===== src/rtl/bart_pkg.sv =====
package bart_pkg;

  // Range codes that impose a floor on the window exponent.
  localparam int unsigned RNG_FINE_CODE = 1;
  localparam int unsigned RNG_MID_CODE  = 2;
  localparam int unsigned FINE_FLOOR    = 4;
  localparam int unsigned MID_FLOOR     = 2;

  // Effective exponent: clamp the request to max_m, then apply the range floor.
  function automatic int unsigned eff_log2(input int unsigned req,
                                           input int unsigned rng,
                                           input int unsigned max_m);
    int unsigned m;
    int unsigned lo;
    lo = 0;
    if (rng == RNG_FINE_CODE) lo = FINE_FLOOR;
    else if (rng == RNG_MID_CODE) lo = MID_FLOOR;
    m = (req > max_m) ? max_m : req;
    if (m < lo) m = lo;
    if (m > max_m) m = max_m;
    return m;
  endfunction

  // Samples that must emerge before the next one is a full two-stage result.
  function automatic int unsigned warm_need(input int unsigned m);
    return (32'd2 << m) - 32'd2;
  endfunction

endpackage


===== src/rtl/bart_cfg.sv =====
module bart_cfg #(
  parameter int TAP_W = 4,
  parameter int RNG_W = 3,
  parameter int MAX_M = 7,
  parameter int EW    = $clog2(MAX_M + 1)
) (
  input  logic             clk,
  input  logic             rst_n,
  input  logic [TAP_W-1:0] tap_req,
  input  logic [RNG_W-1:0] rng_req,
  output logic             clr,
  output logic [EW-1:0]    m_eff
);
  import bart_pkg::*;

  localparam int RAW_W = TAP_W + RNG_W;

  logic [RAW_W-1:0] raw_q;
  logic [RAW_W-1:0] raw_now;
  logic [EW-1:0]    m_nx;

  assign raw_now = {tap_req, rng_req};
  assign clr     = (raw_now != raw_q);
  assign m_nx    = EW'(eff_log2(32'(tap_req), 32'(rng_req), MAX_M));

  always_ff @(posedge clk or negedge rst_n) begin
    if (!rst_n) begin
      raw_q <= '0;
      m_eff <= '0;
    end else begin
      raw_q <= raw_now;
      m_eff <= m_nx;
    end
  end
endmodule


===== src/rtl/bart_stage.sv =====
module bart_stage #(
  parameter int DW    = 14,
  parameter int MAX_M = 7,
  parameter int EW    = $clog2(MAX_M + 1),
  parameter int SW    = DW + MAX_M + 1
) (
  input  logic                 clk,
  input  logic                 rst_n,
  input  logic                 clr,
  input  logic [EW-1:0]        m,
  input  logic                 in_vld,
  input  logic [DW-1:0]        in_data,
  output logic                 out_vld,
  output logic [DW-1:0]        out_data,
  output logic signed [SW-1:0] sum_o
);
  localparam int DEPTH = 1 << MAX_M;
  localparam int AW    = MAX_M;
  localparam int CW    = MAX_M + 1;

  logic [DW-1:0]        mem [DEPTH];
  logic [AW-1:0]        wptr_q;
  logic [AW-1:0]        rd_addr;
  logic [CW-1:0]        fill_q;
  logic [CW-1:0]        n_taps;
  logic                 full;
  logic [DW-1:0]        oldest;
  logic signed [SW-1:0] sum_q;
  logic signed [SW-1:0] sum_nx;
  logic signed [SW-1:0] in_ext;
  logic signed [SW-1:0] old_ext;
  logic signed [SW-1:0] avg_w;

  assign n_taps  = CW'(1) << m;
  assign full    = (fill_q >= n_taps);
  assign rd_addr = wptr_q - n_taps[AW-1:0];
  assign oldest  = mem[rd_addr];
  assign in_ext  = {{(SW-DW){in_data[DW-1]}}, in_data};
  assign old_ext = full ? {{(SW-DW){oldest[DW-1]}}, oldest} : '0;
  assign sum_nx  = sum_q + in_ext - old_ext;
  assign avg_w   = sum_nx >>> m;
  assign sum_o   = sum_q;

  always_ff @(posedge clk) begin
    if (in_vld && !clr) mem[wptr_q] <= in_data;
  end

  always_ff @(posedge clk or negedge rst_n) begin
    if (!rst_n) begin
      sum_q    <= '0;
      wptr_q   <= '0;
      fill_q   <= '0;
      out_vld  <= 1'b0;
      out_data <= '0;
    end else if (clr) begin
      sum_q    <= '0;
      wptr_q   <= '0;
      fill_q   <= '0;
      out_vld  <= 1'b0;
      out_data <= '0;
    end else if (in_vld) begin
      sum_q    <= sum_nx;
      wptr_q   <= wptr_q + 1'b1;
      fill_q   <= full ? fill_q : fill_q + 1'b1;
      out_vld  <= 1'b1;
      out_data <= avg_w[DW-1:0];
    end else begin
      out_vld  <= 1'b0;
    end
  end
endmodule


===== src/rtl/bart_warm.sv =====
module bart_warm #(
  parameter int MAX_M = 7,
  parameter int EW    = $clog2(MAX_M + 1)
) (
  input  logic          clk,
  input  logic          rst_n,
  input  logic          clr,
  input  logic          adv,
  input  logic [EW-1:0] m,
  output logic          ready
);
  import bart_pkg::*;

  localparam int CW = MAX_M + 2;

  logic [CW-1:0] cnt_q;
  logic [CW-1:0] need;

  assign need  = CW'(warm_need(32'(m)));
  assign ready = (cnt_q >= need);

  always_ff @(posedge clk or negedge rst_n) begin
    if (!rst_n)                   cnt_q <= '0;
    else if (clr)                 cnt_q <= '0;
    else if (adv && cnt_q < need) cnt_q <= cnt_q + 1'b1;
  end
endmodule


===== src/rtl/bart_filter.sv =====
module bart_filter #(
  parameter int DW    = 14,
  parameter int MAX_M = 7,
  parameter int TAP_W = 4,
  parameter int RNG_W = 3
) (
  input  logic             clk,
  input  logic             rst_n,
  input  logic             smp_valid,
  input  logic [DW-1:0]    smp_data,
  input  logic [TAP_W-1:0] tap_log2,
  input  logic [RNG_W-1:0] range_sel,
  output logic             filt_valid,
  output logic [DW-1:0]    filt_data
);
  localparam int EW = $clog2(MAX_M + 1);
  localparam int SW = DW + MAX_M + 1;

  logic                 cfg_clr;
  logic [EW-1:0]        m_eff;
  logic                 s1_vld;
  logic [DW-1:0]        s1_dat;
  logic signed [SW-1:0] s1_sum;
  logic                 s2_vld;
  logic [DW-1:0]        s2_dat;
  logic signed [SW-1:0] s2_sum;
  logic                 warm_ok;

  bart_cfg #(.TAP_W(TAP_W), .RNG_W(RNG_W), .MAX_M(MAX_M), .EW(EW)) u_cfg (
    .clk(clk), .rst_n(rst_n), .tap_req(tap_log2), .rng_req(range_sel),
    .clr(cfg_clr), .m_eff(m_eff)
  );

  // Two identical boxcar stages in series give the triangular response.
  for (genvar g = 0; g < 2; g++) begin : g_stage
    logic          vi;
    logic [DW-1:0] di;
    logic          vo;
    logic [DW-1:0] dout;
    logic signed [SW-1:0] so;
    if (g == 0) begin : g_head
      assign vi = smp_valid;
      assign di = smp_data;
    end else begin : g_tail
      assign vi = s1_vld;
      assign di = s1_dat;
    end
    bart_stage #(.DW(DW), .MAX_M(MAX_M), .EW(EW), .SW(SW)) u_box (
      .clk(clk), .rst_n(rst_n), .clr(cfg_clr), .m(m_eff),
      .in_vld(vi), .in_data(di), .out_vld(vo), .out_data(dout), .sum_o(so)
    );
  end

  assign s1_vld = g_stage[0].vo;
  assign s1_dat = g_stage[0].dout;
  assign s1_sum = g_stage[0].so;
  assign s2_vld = g_stage[1].vo;
  assign s2_dat = g_stage[1].dout;
  assign s2_sum = g_stage[1].so;

  bart_warm #(.MAX_M(MAX_M), .EW(EW)) u_warm (
    .clk(clk), .rst_n(rst_n), .clr(cfg_clr), .adv(s2_vld), .m(m_eff), .ready(warm_ok)
  );

  assign filt_valid = s2_vld & warm_ok & ~cfg_clr;
  assign filt_data  = s2_dat;
endmodule


===== config.mk =====
export PLATFORM = sky130hd
export DESIGN_NAME = bart_filter
export DESIGN_NICKNAME = d
export VERILOG_FILES = /design/src/rtl/bart_pkg.sv /design/src/rtl/bart_cfg.sv /design/src/rtl/bart_stage.sv /design/src/rtl/bart_warm.sv /design/src/rtl/bart_filter.sv
export SDC_FILE = /design/constraint.sdc
export NUM_CORES = 2
export LEC_CHECK = 0
export BUFFER_PORTS_ARGS = -buffer_cell sky130_fd_sc_hd__buf_2
export CAP_MARGIN = 20
export CORE_ASPECT_RATIO = 1.75
export CORE_MARGIN = 1
export CORE_UTILIZATION = 38
export DETAILED_ROUTE_END_ITERATION = 10
export GPL_TIMING_DRIVEN = 0
export SLEW_MARGIN = 20
export SYNTH_ARGS = -nofsm -noshare
export SYNTH_HDL_FRONTEND = slang
export SYNTH_HIERARCHICAL = 1
export SYNTH_SLANG_ARGS = --single-unit

===== constraint.sdc =====
create_clock -name clk -period 6.95 [get_ports clk]
set_clock_uncertainty 0.1 [all_clocks]
set_input_delay 0.3475 -clock clk [delete_from_list [all_inputs] [get_ports clk]]
set_output_delay 0.3475 -clock clk [all_outputs]
set_load 0.01 [all_outputs]

==> impl_metrics.tcl <==
set metrics [dict create \
    period_share_pct 107 \
    switching_share_pct 28.8 \
    mostFrequentLayoutCell "edfxtp_1" \
    status "finished, violations left" \
    ff2ff_setup_slack_ps -500 \
    clk_pin_slew_ps 60 \
    globalRouteTotalUtil_pct 25.0 \
    top_usage_layer "met2" \
    placementRows 304 \
    mostFrequentLayoutCells "edfxtp_1 (3584), nand2_1 (910), mux4_2 (728)" \
    endpoint "g_stage[1].u_box/out_data[9]" \
    fp.dieW_um 477 \
    seq_power_share_pct 43.8 \
    critPathArrivalTime_ps 8070 \
    crit_type "reg -> reg" \
    grt_max_degree 87 \
    clock-sinks 3705 \
    areaGrowthSynthToFinish_pct 23.3 \
    slew_viol_final 0 \
    worstPathRequired_ps 7560 \
    grt_pass1_vias 90500 \
    port_buffers 38 \
    core_area_sq_mm 0.392 \
    crit_top_cell "buf_4" \
    gp_congestion 1.03 \
    route.detailed.drc 0 \
    violations "negative setup slack" \
    ctsHtreeMaxLevel 5 \
    grt_pass1_wl_um 697000 \
    fin_nets 9607 \
    yosysWarnings 6 \
    initial_core_util_pct 38.2 \
    syn_avg_cell_area_sq_um 17.7 \
    maxSlewHeadroom_pct 26.2 \
    switching_power_mw 16.0 \
    fin_tns_setup_ps -7590 \
    grt_setup_unrepaired "true" \
    cp_max_fo 10 \
    p_leak_nw 59.3 \
    r2r_start "u_cfg/m_eff[1]" \
    io_pins 39 \
    intPower_mw 39.5 \
    synthCells 8478 \
    initialDrtViolationCount 9274 \
    worstSetupEndpointType "register" \
    utilization_pct 47.1 \
    fillers 32300 \
    drive_gt1_share_pct 33.2 \
    vias_per_cell 5.86 \
    start_kind "register" \
    ant_nets 0 \
    use_met1_pct 23.9 \
    syn_nets 8631 \
    stdcell_count 14900 \
    globalRouteMet2Util_pct 44.9 \
    cts_buffers 345 \
    cp-startpoint "u_cfg/m_eff[1]" \
    synth_area_sq_mm 0.150 \
    die-area_sq_mm 0.397 \
    met3_usage_pct 4.96 \
    setup_ws_ps -501 \
    clock_path_buffers 4 \
    ir_drop_v 0.000230 \
    place_inst 14000 \
    maxCapViolations 0 \
    power.density_mw_per_mm2 300 \
    root_buffer "clkbuf_16" \
    period_minus_slack_ps 7450 \
    overflow 0 \
    dp_hpwl_um 347000 \
    multi_input_area_sq_mm 0.0427 \
    p_clk_share_pct 34.3 \
    regArea_sq_mm 0.111 \
    wl_um 503000 \
    vias 87600 \
    wl_per_cell_um 33.7 \
    hold_viol 0 \
    r2r_end "g_stage[1].u_box/out_data[9]" \
    worstMarginPinSlew_ps 1110 \
    r2r_cells 30 \
    clock_latency_ps 980 \
    setup_violations 30 \
    hold_path.class "in -> async" \
    comb_power_share_pct 21.9 \
    drtPass1Iterations 6 \
    grt_antenna_before_repair 26 \
    max_clock_freq_ghz 0.134 \
    hold_ws_ps 3.65 \
    die_h_um 833 \
    cpPeakStageDelay_ps 820 \
    cts_tree "yes" \
    cpMaxStageDelayCell "a221oi_4" \
]
## critical path: cells and delay by family, from the launching register on
| kind | cells | cell delay [ps] |
|---|---|---|
| AOI/OAI and AO/OA | 10 | 2560 |
| and+or+nand+nor | 4 | 410 |
| adders and majority gates | 3 | 1300 |
| muxes | 3 | 870 |
| buffers and inverters | 10 | 1430 |
| DFF | 1 | 510 |
## power groups by stage
stage / clock (mW) / combinational (mW) / sequential [mW]
floorplan: 0 / 4.54 / 24.8
global placement: 0 / 8.09 / 24.9
detailed placement: 0 / 8.30 / 24.8
CTS: 19.3 / 11.0 / 24.3
global route: 20.1 / 12.3 / 24.3
finish: 19.0 / 12.1 / 24.3
## metrics by stage
step	cell area, sq um	power, mW	worst slack [ps]
global placement	157000	33.0	-6580
CTS	183000	54.7	-247
global route	185000	56.7	-562
floorplan	150000	29.4	-27.7
finish	185000	55.5	-501
detailed placement	161000	33.1	-6040
## state kept, by name, indices dropped and copies added (netlist names)
signal and flops:
g_stage.u_box/out_data 28, g_stage.u_box/sum_o 42, u_cfg/raw_q 7, g_stage.u_box/fill_q 16, u_cfg/m_eff 3, g_stage.u_box/mem 3584, g_stage.u_box/out_vld 2, u_warm/cnt_q 9
g_stage.u_box/wptr_q 14
## cell type report
| cell class | instances | share of cell area [%] |
|---|---|---|
| diodes | 12 | 0.0163 |
| clock buffers | 420 | 4.92 |
| well taps | 5202 | 3.52 |
| plain buffers | 467 | 3.01 |
| clock inverters | 207 | 1.09 |
| repair buffers | 648 | 4.01 |
| inverters | 198 | 0.414 |
| multi-input cells | 4089 | 23.1 |
| flip-flops and latches | 3705 | 59.9 |
## what timing repair did
item | in CTS | in global routing
gates resized for setup | 1772 | 254
endpoints found under the hold margin | 991 | 0
setup buffers | 228 | 99
hold buffers | 24 | 0
pin swaps | 198 | 171
cloned | 12 | 0
endpoints found under the setup margin | 70 | 44
## metal layers
layer | wire (um) | vias to the layer above
met5 | 73 | -
met2 | 263000 | 4461
li1 | - | 35700
met3 | 34200 | 1722
met4 | 55100 | 10
met1 | 151000 | 45700
## worst min-delay path by stage
stage	start	endpoint	slack, ps	cells after the start
CTS	rst_n	g_stage[1].u_box/sum_o[16]	2	3
global route	rst_n	g_stage[1].u_box/sum_o[16]	30	3
global placement	g_stage[1].u_box/out_data[0]	g_stage[1].u_box/out_data[0]	370	2
detailed placement	rst_n	g_stage[1].u_box/sum_o[2]	180	1
floorplan	rst_n	g_stage[0].u_box/fill_q[0]	-50	0
finish	rst_n	g_stage[1].u_box/wptr_q[6]	4	3
No activity file was read; power rests on OpenSTA's default activity.
